===== src/rtl/dds_qmod_pkg.sv =====
package dds_qmod_pkg;

    localparam int AMP_W = 14;

    typedef enum logic {
        OUT_MIXED = 1'b0,
        OUT_TONE  = 1'b1
    } out_sel_e;

    typedef struct packed {
        logic signed [AMP_W-1:0] sin_v;
        logic signed [AMP_W-1:0] cos_v;
    } carrier_t;

    // Magnitude of one quarter-wave point, sampled at the middle of its bin.
    function automatic logic [AMP_W-1:0] qw_point(input int idx, input int qpts);
        real ang;
        real val;
        ang = 2.0 * 3.14159265358979 * (real'(idx) + 0.5) / (4.0 * real'(qpts));
        val = real'((1 << (AMP_W - 1)) - 1) * $sin(ang);
        return AMP_W'($rtoi(val + 0.5));
    endfunction

endpackage


===== src/rtl/dds_strobe_sync.sv =====
module dds_strobe_sync #(
    parameter int SYNC_STAGES = 2
) (
    input  logic clk,
    input  logic rst,
    input  logic strobe_in,
    output logic load_o
);

    logic [SYNC_STAGES:0] chain_q;

    always_ff @(posedge clk) begin
        if (rst) begin
            chain_q <= '0;
        end else begin
            chain_q <= {chain_q[SYNC_STAGES-1:0], strobe_in};
        end
    end

    assign load_o = chain_q[SYNC_STAGES-1] & ~chain_q[SYNC_STAGES];

endmodule


===== src/rtl/dds_profile_bank.sv =====
module dds_profile_bank #(
    parameter int ACC_W  = 32,
    parameter int N_PROF = 4,
    parameter int SEL_W  = 2
) (
    input  logic                      clk,
    input  logic                      rst,
    input  logic                      wr_en,
    input  logic [SEL_W-1:0]          wr_idx,
    input  logic [ACC_W-1:0]          wr_word,
    input  logic                      load,
    input  logic [SEL_W-1:0]          sel,
    output logic [ACC_W-1:0]          act_word,
    output logic [N_PROF*ACC_W-1:0]   act_flat
);

    for (genvar p = 0; p < N_PROF; p++) begin : g_prof
        logic [ACC_W-1:0] shadow_q;
        logic [ACC_W-1:0] active_q;

        always_ff @(posedge clk) begin
            if (rst) begin
                shadow_q <= '0;
                active_q <= '0;
            end else begin
                if (wr_en && (wr_idx == SEL_W'(p))) begin
                    shadow_q <= wr_word;
                end
                if (load) begin
                    active_q <= shadow_q;
                end
            end
        end

        assign act_flat[p*ACC_W +: ACC_W] = active_q;
    end

    always_comb begin
        act_word = '0;
        for (int k = 0; k < N_PROF; k++) begin
            if (sel == SEL_W'(k)) begin
                act_word = act_flat[k*ACC_W +: ACC_W];
            end
        end
    end

endmodule


===== src/rtl/dds_phase_gen.sv =====
module dds_phase_gen
    import dds_qmod_pkg::*;
#(
    parameter int ACC_W = 32,
    parameter int PH_W  = 8
) (
    input  logic             clk,
    input  logic             rst,
    input  logic [ACC_W-1:0] step,
    output carrier_t         carrier_o
);

    localparam int IDX_W = PH_W - 2;
    localparam int QPTS  = 1 << IDX_W;

    logic [ACC_W-1:0]        acc_q;
    logic [QPTS*AMP_W-1:0]   tbl_flat;
    logic [PH_W-1:0]         ph_s, ph_c;
    logic [IDX_W-1:0]        idx_s, idx_c;
    logic [AMP_W-1:0]        mag_s, mag_c;
    carrier_t                car_n, car_q;

    for (genvar g = 0; g < QPTS; g++) begin : g_tbl
        localparam logic [AMP_W-1:0] ENT = qw_point(g, QPTS);
        assign tbl_flat[g*AMP_W +: AMP_W] = ENT;
    end

    always_comb begin
        ph_s  = acc_q[ACC_W-1 -: PH_W];
        ph_c  = ph_s + PH_W'(QPTS);
        idx_s = ph_s[PH_W-2] ? ~ph_s[IDX_W-1:0] : ph_s[IDX_W-1:0];
        idx_c = ph_c[PH_W-2] ? ~ph_c[IDX_W-1:0] : ph_c[IDX_W-1:0];
        mag_s = tbl_flat[int'(idx_s)*AMP_W +: AMP_W];
        mag_c = tbl_flat[int'(idx_c)*AMP_W +: AMP_W];
        car_n.sin_v = ph_s[PH_W-1] ? -$signed(mag_s) : $signed(mag_s);
        car_n.cos_v = ph_c[PH_W-1] ? -$signed(mag_c) : $signed(mag_c);
    end

    always_ff @(posedge clk) begin
        if (rst) begin
            acc_q <= '0;
            car_q <= '0;
        end else begin
            acc_q <= acc_q + step;
            car_q <= car_n;
        end
    end

    assign carrier_o = car_q;

endmodule


===== src/rtl/dds_out_stage.sv =====
module dds_out_stage
    import dds_qmod_pkg::*;
#(
    parameter int DAT_W = 14
) (
    input  logic                    clk,
    input  logic                    rst,
    input  out_sel_e                mode,
    input  carrier_t                carrier,
    input  logic signed [DAT_W-1:0] i_s,
    input  logic signed [DAT_W-1:0] q_s,
    output logic signed [DAT_W-1:0] dout_o
);

    localparam int PRD_W = DAT_W + AMP_W;
    localparam int SUM_W = PRD_W + 1;
    localparam logic signed [SUM_W-1:0] HALF_LSB = SUM_W'(1) <<< (AMP_W - 2);
    localparam logic signed [SUM_W-1:0] MAX_V    = SUM_W'((1 << (DAT_W - 1)) - 1);
    localparam logic signed [SUM_W-1:0] MIN_V    = -MAX_V - SUM_W'(1);

    logic signed [PRD_W-1:0] p_i, p_q;
    logic signed [SUM_W-1:0] diff, scaled;
    logic signed [DAT_W-1:0] mixed, next_out;

    always_comb begin
        p_i    = i_s * carrier.cos_v;
        p_q    = q_s * carrier.sin_v;
        diff   = SUM_W'(p_i) - SUM_W'(p_q);
        scaled = (diff + HALF_LSB) >>> (AMP_W - 1);
        if (scaled > MAX_V) begin
            mixed = MAX_V[DAT_W-1:0];
        end else if (scaled < MIN_V) begin
            mixed = MIN_V[DAT_W-1:0];
        end else begin
            mixed = scaled[DAT_W-1:0];
        end
        next_out = (mode == OUT_TONE) ? DAT_W'(carrier.cos_v) : mixed;
    end

    always_ff @(posedge clk) begin
        if (rst) begin
            dout_o <= '0;
        end else begin
            dout_o <= next_out;
        end
    end

endmodule


===== src/rtl/dds_quad_mod.sv =====
module dds_quad_mod
    import dds_qmod_pkg::*;
#(
    parameter  int ACC_W       = 32,
    parameter  int PH_W        = 8,
    parameter  int N_PROF      = 4,
    parameter  int DAT_W       = 14,
    parameter  int SYNC_STAGES = 2,
    localparam int SEL_W       = $clog2(N_PROF)
) (
    input  logic             clk,
    input  logic             rst,
    input  logic             wr_en,
    input  logic [SEL_W-1:0] wr_idx,
    input  logic [ACC_W-1:0] wr_word,
    input  logic             upd_strobe,
    input  logic [SEL_W-1:0] prof_sel,
    input  logic             tone_mode,
    input  logic [DAT_W-1:0] i_in,
    input  logic [DAT_W-1:0] q_in,
    output logic [DAT_W-1:0] dout
);

    logic                       load_p;
    logic [ACC_W-1:0]           step_w;
    logic [N_PROF*ACC_W-1:0]    act_flat;
    carrier_t                   car_w;
    logic signed [AMP_W-1:0]    cos_w, sin_w;
    logic signed [DAT_W-1:0]    out_w;
    out_sel_e                   mode_w;

    assign mode_w = out_sel_e'(tone_mode);
    assign cos_w  = car_w.cos_v;
    assign sin_w  = car_w.sin_v;

    dds_strobe_sync #(.SYNC_STAGES(SYNC_STAGES)) sync_i (
        .clk       (clk),
        .rst       (rst),
        .strobe_in (upd_strobe),
        .load_o    (load_p)
    );

    dds_profile_bank #(.ACC_W(ACC_W), .N_PROF(N_PROF), .SEL_W(SEL_W)) bank_i (
        .clk      (clk),
        .rst      (rst),
        .wr_en    (wr_en),
        .wr_idx   (wr_idx),
        .wr_word  (wr_word),
        .load     (load_p),
        .sel      (prof_sel),
        .act_word (step_w),
        .act_flat (act_flat)
    );

    dds_phase_gen #(.ACC_W(ACC_W), .PH_W(PH_W)) nco_i (
        .clk       (clk),
        .rst       (rst),
        .step      (step_w),
        .carrier_o (car_w)
    );

    dds_out_stage #(.DAT_W(DAT_W)) mix_i (
        .clk     (clk),
        .rst     (rst),
        .mode    (mode_w),
        .carrier (car_w),
        .i_s     ($signed(i_in)),
        .q_s     ($signed(q_in)),
        .dout_o  (out_w)
    );

    assign dout = out_w;

endmodule


===== config.mk =====
export PLATFORM = sky130hd
export DESIGN_NAME = dds_quad_mod
export DESIGN_NICKNAME = d
export VERILOG_FILES = /design/src/rtl/dds_qmod_pkg.sv /design/src/rtl/dds_strobe_sync.sv /design/src/rtl/dds_profile_bank.sv /design/src/rtl/dds_phase_gen.sv /design/src/rtl/dds_out_stage.sv /design/src/rtl/dds_quad_mod.sv
export SDC_FILE = /design/constraint.sdc
export NUM_CORES = 2
export LEC_CHECK = 0
export ABC_AREA = 0
export BUFFER_PORTS_ARGS = -buffer_cell sky130_fd_sc_hd__buf_2
export CORE_UTILIZATION = 50
export CTS_CLUSTER_SIZE = 10
export DETAILED_ROUTE_END_ITERATION = 8
export PLACE_DENSITY = 0.65
export SLEW_MARGIN = 20
export SYNTH_ARGS = -nofsm -noshare
export SYNTH_HDL_FRONTEND = slang
export SYNTH_SLANG_ARGS = --single-unit

===== constraint.sdc =====
create_clock -name clk -period 26 [get_ports clk]
set_input_delay 5.2 -clock clk [delete_from_list [all_inputs] [get_ports clk]]
set_output_delay 5.2 -clock clk [all_outputs]
set_load 0.02 [all_outputs]

Yosys cells after proc, flatten, opt, wreduce, memory -nomap -nowiden
Index checks and enable logic that the tools add are counted.

Add/subtract/negate cells: 6. Multiply operators: 4. $lt $le $gt $ge: 2. Eq/ne operators: 6. Shift operators: 2. Muxes and demuxes: 11. Bitwise operators: 4. Reduce and logical (&&, ||, !) cells: 6.

Operators with widths (number): 896-bit by 32-bit variable part select with 14-bit output, first input constant (2); 32-bit two-way mux (4); 14-bit two-way mux (5); 14-bit by 14-bit multiplier with 28-bit output (2); 32-bit adder (1); 29-bit by 14-bit adder with 29-bit output, second input constant (1); 28-bit by 28-bit subtractor with 29-bit output (1); 14-bit negation (2); 6-bit by 3-bit multiplier with 9-bit output, second input constant (2); 16-bit by 14-bit > comparator with 1-bit output, second input constant (1); 16-bit by 14-bit < comparator with 1-bit output, second input constant (1); 6-bit two-way mux (2); 6-bit NOT (2); 8-bit by 7-bit adder with 8-bit output, second input constant (1); 2-bit equality test, second input constant (4); 2-bit by 1-bit equality test with 1-bit output, second input constant (2); 1-bit logical AND (4); 2-bit zero test (2); 1-bit bitwise AND (1); 1-bit NOT (1).

Register bits: 333. Bits of input ports: 69. Output and inout port bits: 14. Word-level logic and storage cells: 54.

Depth between registers and ports, before layout
Word-level depth: 7. Gate-level depth with buffers: 26. Mapped depth without buffers: 25.

Cells and area by module
From an unflattened synthesis, not the netlist that was laid out.

Cells, all modules: 3661. Area, all modules: 34154.0 µm².

Modules (own cells, without submodules): dds_out_stage (instances 1, cells an instance 1690, area an instance 16007.9 µm², seq. area each 280.3 µm²); dds_profile_bank (instances 1, cells an instance 906, area an instance 10282.4 µm², seq. area each 5124.9 µm²); dds_phase_gen (instances 1, cells an instance 1058, area an instance 7776.2 µm², seq. area each 1201.2 µm²); dds_strobe_sync (instances 1, cells an instance 7, area an instance 87.6 µm², seq. area each 60.1 µm²).

Worst setup path before layout
No wires, ideal clock.

Path kind: input to register. From: in q_in[13]. To: reg mix_i.dout_o[10]. Library setup time: 0.060 ns. Arrival time: 12.515 ns. Required time: 25.940 ns. Path slack: 13.425 ns. Stages: 24. Path buffers: 2. Cells stage by stage: clkbuf_1 > nand2_1 > fa_1 > inv_1 > fa_1 > inv_1 > fa_1 > fa_1 > fa_1 > fa_1 > fa_1 > inv_1 > fa_1 > inv_1 > ha_1 > nand4_1 > nor3_1 > a211oi_1 > o41ai_2 > a221oi_2 > mux2_2 > a21boi_0 > clkbuf_1 > a221o_1.

Longest elaborated chain between the ends: 7. Elaborated cells between the ends (all ways): 8. Classes of those cells: add/sub (2); mul (1); order compare (2); mux (3).

RTL lines: from (decl) (line dds_quad_mod.sv:20) `input logic [DAT_W-1:0] q_in,`; 14-bit by 14-bit multiplier with 28-bit output * (line dds_out_stage.sv:27) `p_q = q_s * carrier.sin_v;`; 28-bit by 28-bit subtractor with 29-bit output * (line dds_out_stage.sv:28) `diff = SUM_W'(p_i) - SUM_W'(p_q);`; 29-bit by 14-bit adder with 29-bit output * (line dds_out_stage.sv:29) `scaled = (diff + HALF_LSB) >>> (AMP_W - 1);`; 16-bit by 14-bit < comparator with 1-bit output (line dds_out_stage.sv:32) `end else if (scaled < MIN_V) begin`; 14-bit two-way mux (line dds_out_stage.sv:32); 14-bit two-way mux * (line dds_out_stage.sv:30) `if (scaled > MAX_V) begin`; 14-bit two-way mux * (line dds_out_stage.sv:37) `next_out = (mode == OUT_TONE) ? DAT_W'(carrier.cos_v) : mixed;`; to (signal assigned) (line dds_out_stage.sv:44) `dout_o <= next_out;`; to (decl) (line dds_out_stage.sv:12) `output logic signed [DAT_W-1:0] dout_o`.

Every way passes the cells marked *; elsewhere a longest branch is shown, timed or not. A chain may end at the register's enable or synchronous reset.

Worst setup path after layout
From: in q_in[13]. To: reg mix_i.dout_o[6].

The elaborated chain is that of the path after synthesis.

==> results.py <==
metrics = {
    "outcome": {
        "outcome": "complete, no violations",
    },
    "floorplanning": {
        "dieWidth_um": 257.5,
        "initial_core_util_pct": 50.63,
        "ios": 83,
        "design.die.area_um2": 66310,
        "die_h_um": 257.5,
        "coreArea_um2": 64460,
        "rows": 93,
    },
    "route": {
        "wl_um": 83410,
        "drt-wirelength-per-cell_um": 18.17,
        "ant_nets": 0,
        "drc": 0,
        "vias_per_cell": 5.491,
        "vias": 25198,
        "first_iter_violations": 1876,
        "first_pass_iters": 6,
    },
    "setup_path": {
        "end_kind": "flop",
        "startpoint_type": "primary input",
        "path_cells": "buf_2 > nand2_1 > fa_1 > inv_1 > fa_1 > fa_1 > fa_1 > inv_1 > fa_1 > fa_1 > fa_1 > inv_1 > fa_1 > inv_1 > ha_1 > a21oi_1 > o21ai_0 > a211oi_1 > o41ai_2 > a221oi_2 > mux2_2 > a21boi_1 > a221o_1",
        "arrival_ns": 13.26,
        "path_buf_inv": 5,
        "crit_fanout": 14,
        "path_common_cell": "fa_1",
        "path_class": "primary input to flop",
        "cp_top_family": "adder cells",
        "critPathMaxStageDelay_ns": 0.72,
        "cp.required_ns": 26.48,
        "critical-path-slowest-cell": "a21boi_1",
        "critical_path_depth": 23,
        "r2r_cells": 22,
    },
    "final_layout": {
        "drive_gt1_share_pct": 6.699,
        "ff_latch_area_um2": 6670,
        "multi_input_area_um2": 23070,
        "final_util_pct": 53.56,
        "stdcell_count": 4589,
        "fin_nets": 4401,
        "final_area_um2": 34530,
        "area_growth_pct": 5.777,
        "n_fill_cell": 6133,
    },
    "place": {
        "gp_congestion": 0.9031,
        "placed_cell_area_um2": 33340,
        "numPortBuffers": 82,
        "dp.cells": 4537,
        "dp_hpwl_um": 62100,
    },
    "clock_tree": {
        "clockBufferDepth": 3,
        "clock-sinks": 333,
        "cts_resized": 0,
        "cts_tree": "built",
        "htree_num_levels": 2,
        "numCtsBuffers": 40,
        "clkSlewWorstSetupHoldPaths_ns": 0.05,
        "insertion_delay_ns": 0.56,
        "clockRootBuffer": "clkbuf_16",
        "cts_setup_buffers": 0,
        "postCtsHoldBufs": 0,
    },
    "synthesis": {
        "yosys_register_bits": 333,
        "yosys-top-cells-count": "nand2_1, inv_1, fa_1, a21oi_1, dfxtp_1",
        "synth_top_cell_area_share_pct": 27.48,
        "yosysMostFrequentCell": "nand2_1",
        "synth_edf_count": 0,
        "yosys_warnings": 0,
        "synth_cell_type_count": 99,
        "yosys.area.top_type": "fa_1",
        "ys.flop_type": "dfxtp_1",
        "syn_area_um2": 32640,
        "synth-async-reset-ratio_pct": 0,
        "synth_seq_area_share_pct": 20.42,
        "netlist_instances": 3797,
        "syn_area_per_cell_um2": 8.597,
        "syn-num-nets": 4473,
        "synthTopCellsByArea": "fa_1, dfxtp_1, nand2_1",
    },
    "global_routing": {
        "grt_pass1_vias": 25273,
        "grt_max_degree": 101,
        "globalRouteOverflowTotal": 0,
        "grt_usage_pct": 25.88,
        "antenna_found_initial": 8,
        "grt_pass1_wl_um": 138000,
    },
    "timing": {
        "finalCriticalPeriod_ns": 12.78,
        "tns_ns": 0,
        "drv_slew": 0,
        "worstMarginPinSlew_ns": 1.100,
        "finClkSkew_ns": 0.02919,
        "rsz0062_at_grt": "no",
        "period_share_pct": 49.17,
        "fmax_mhz": 78.23,
        "setup-violations-final": 0,
        "slew_headroom_pct": 26.28,
        "hold_viol_final": 0,
    },
    "flow_run": {
        "cap_viol_max_count": 0,
    },
    "min_path": {
        "hp-class": "flop to flop",
        "holdPathStages": 2,
    },
}
placed cells by master, fill, tap and decap left out, types with 70 or more instances in the layout:
cell type	instances
a21oi_1	336
and2_1	238
buf_2	81
dfxtp_1	330
fa_1	448
ha_1	159
inv_1	495
nand2_1	737
nor2_1	138
o21ai_0	70
metrics by stage:
step / hold WS (ns) / worst slack, ns
floorplan: 0.4138 / 13.43
finish: 0.4451 / 13.22
CTS: 0.4472 / 13.28
global placement: 0.4377 / 12.76
detailed placement: 0.4373 / 12.73
global route: 0.4585 / 12.82
path summary, 6_finish.rpt:
path | slack [ns] | from | to
worst min register to register | 0.45 | bank_i.g_prof[2].shadow_q[2] | bank_i.g_prof[2].active_q[2]
worst max-delay path | 13.22 | q_in[13] | mix_i.dout_o[6]
worst min-delay path | 0.45 | bank_i.g_prof[2].shadow_q[2] | bank_i.g_prof[2].active_q[2]
worst max register to register | 17.24 | nco_i.carrier_o[14] | mix_i.dout_o[6]
kinds of logic (layout without fill, tap and decap cells):
logic type	count (synthesis)	count (layout)	synth area share (%)
AOI/OAI and AO/OA	651	651	12.38
and+or+nand+nor	1324	1324	18.61
xor gates and xnor gates	82	82	2.538
buffers and inverters	728	663	8.962
muxes	72	72	3.519
DFF	333	333	20.42
adders and majority gates	607	607	33.57
other	0	2	0
worst min-delay path, stage by stage (launching register included):
cell and delay, ns:
dfxtp_1 0.30, nand2_1 0.05, a21oi_1 0.05
layout make-up:
type | count | share of cell area (%)
Clock buffer | 44 | 3.004
Multi-Input combinational cell | 2736 | 66.82
Antenna cell | 2 | 0.01450
Tap cell | 855 | 3.098
Clock inverter | 5 | 0.3334
Sequential cell | 333 | 19.32
Timing Repair Buffer | 114 | 1.971
Inverter | 500 | 5.436
registers in the layout, indices dropped and copies added, names as in the netlist:
register,cells
bank_i.g_prof.active_q,128
bank_i.g_prof.shadow_q,128
mix_i.dout_o,14
nco_i.acc_q,32
nco_i.carrier_o,28
sync_i.chain_q,3
routing by layer:
| metal | vias to the layer above | GRT usage, % | wire [µm] |
|---|---|---|---|
| met5 | - | 0 | 46 |
| met4 | 8 | 6.558 | 1809 |
| met3 | 110 | 3.536 | 4678 |
| met2 | 662 | 42.32 | 39250 |
| met1 | 12423 | 36.18 | 37620 |
| li1 | 11995 | - | - |
Power is not shown: default switching activity piles up to over one toggle a cycle in this logic, so the estimate is an artifact.
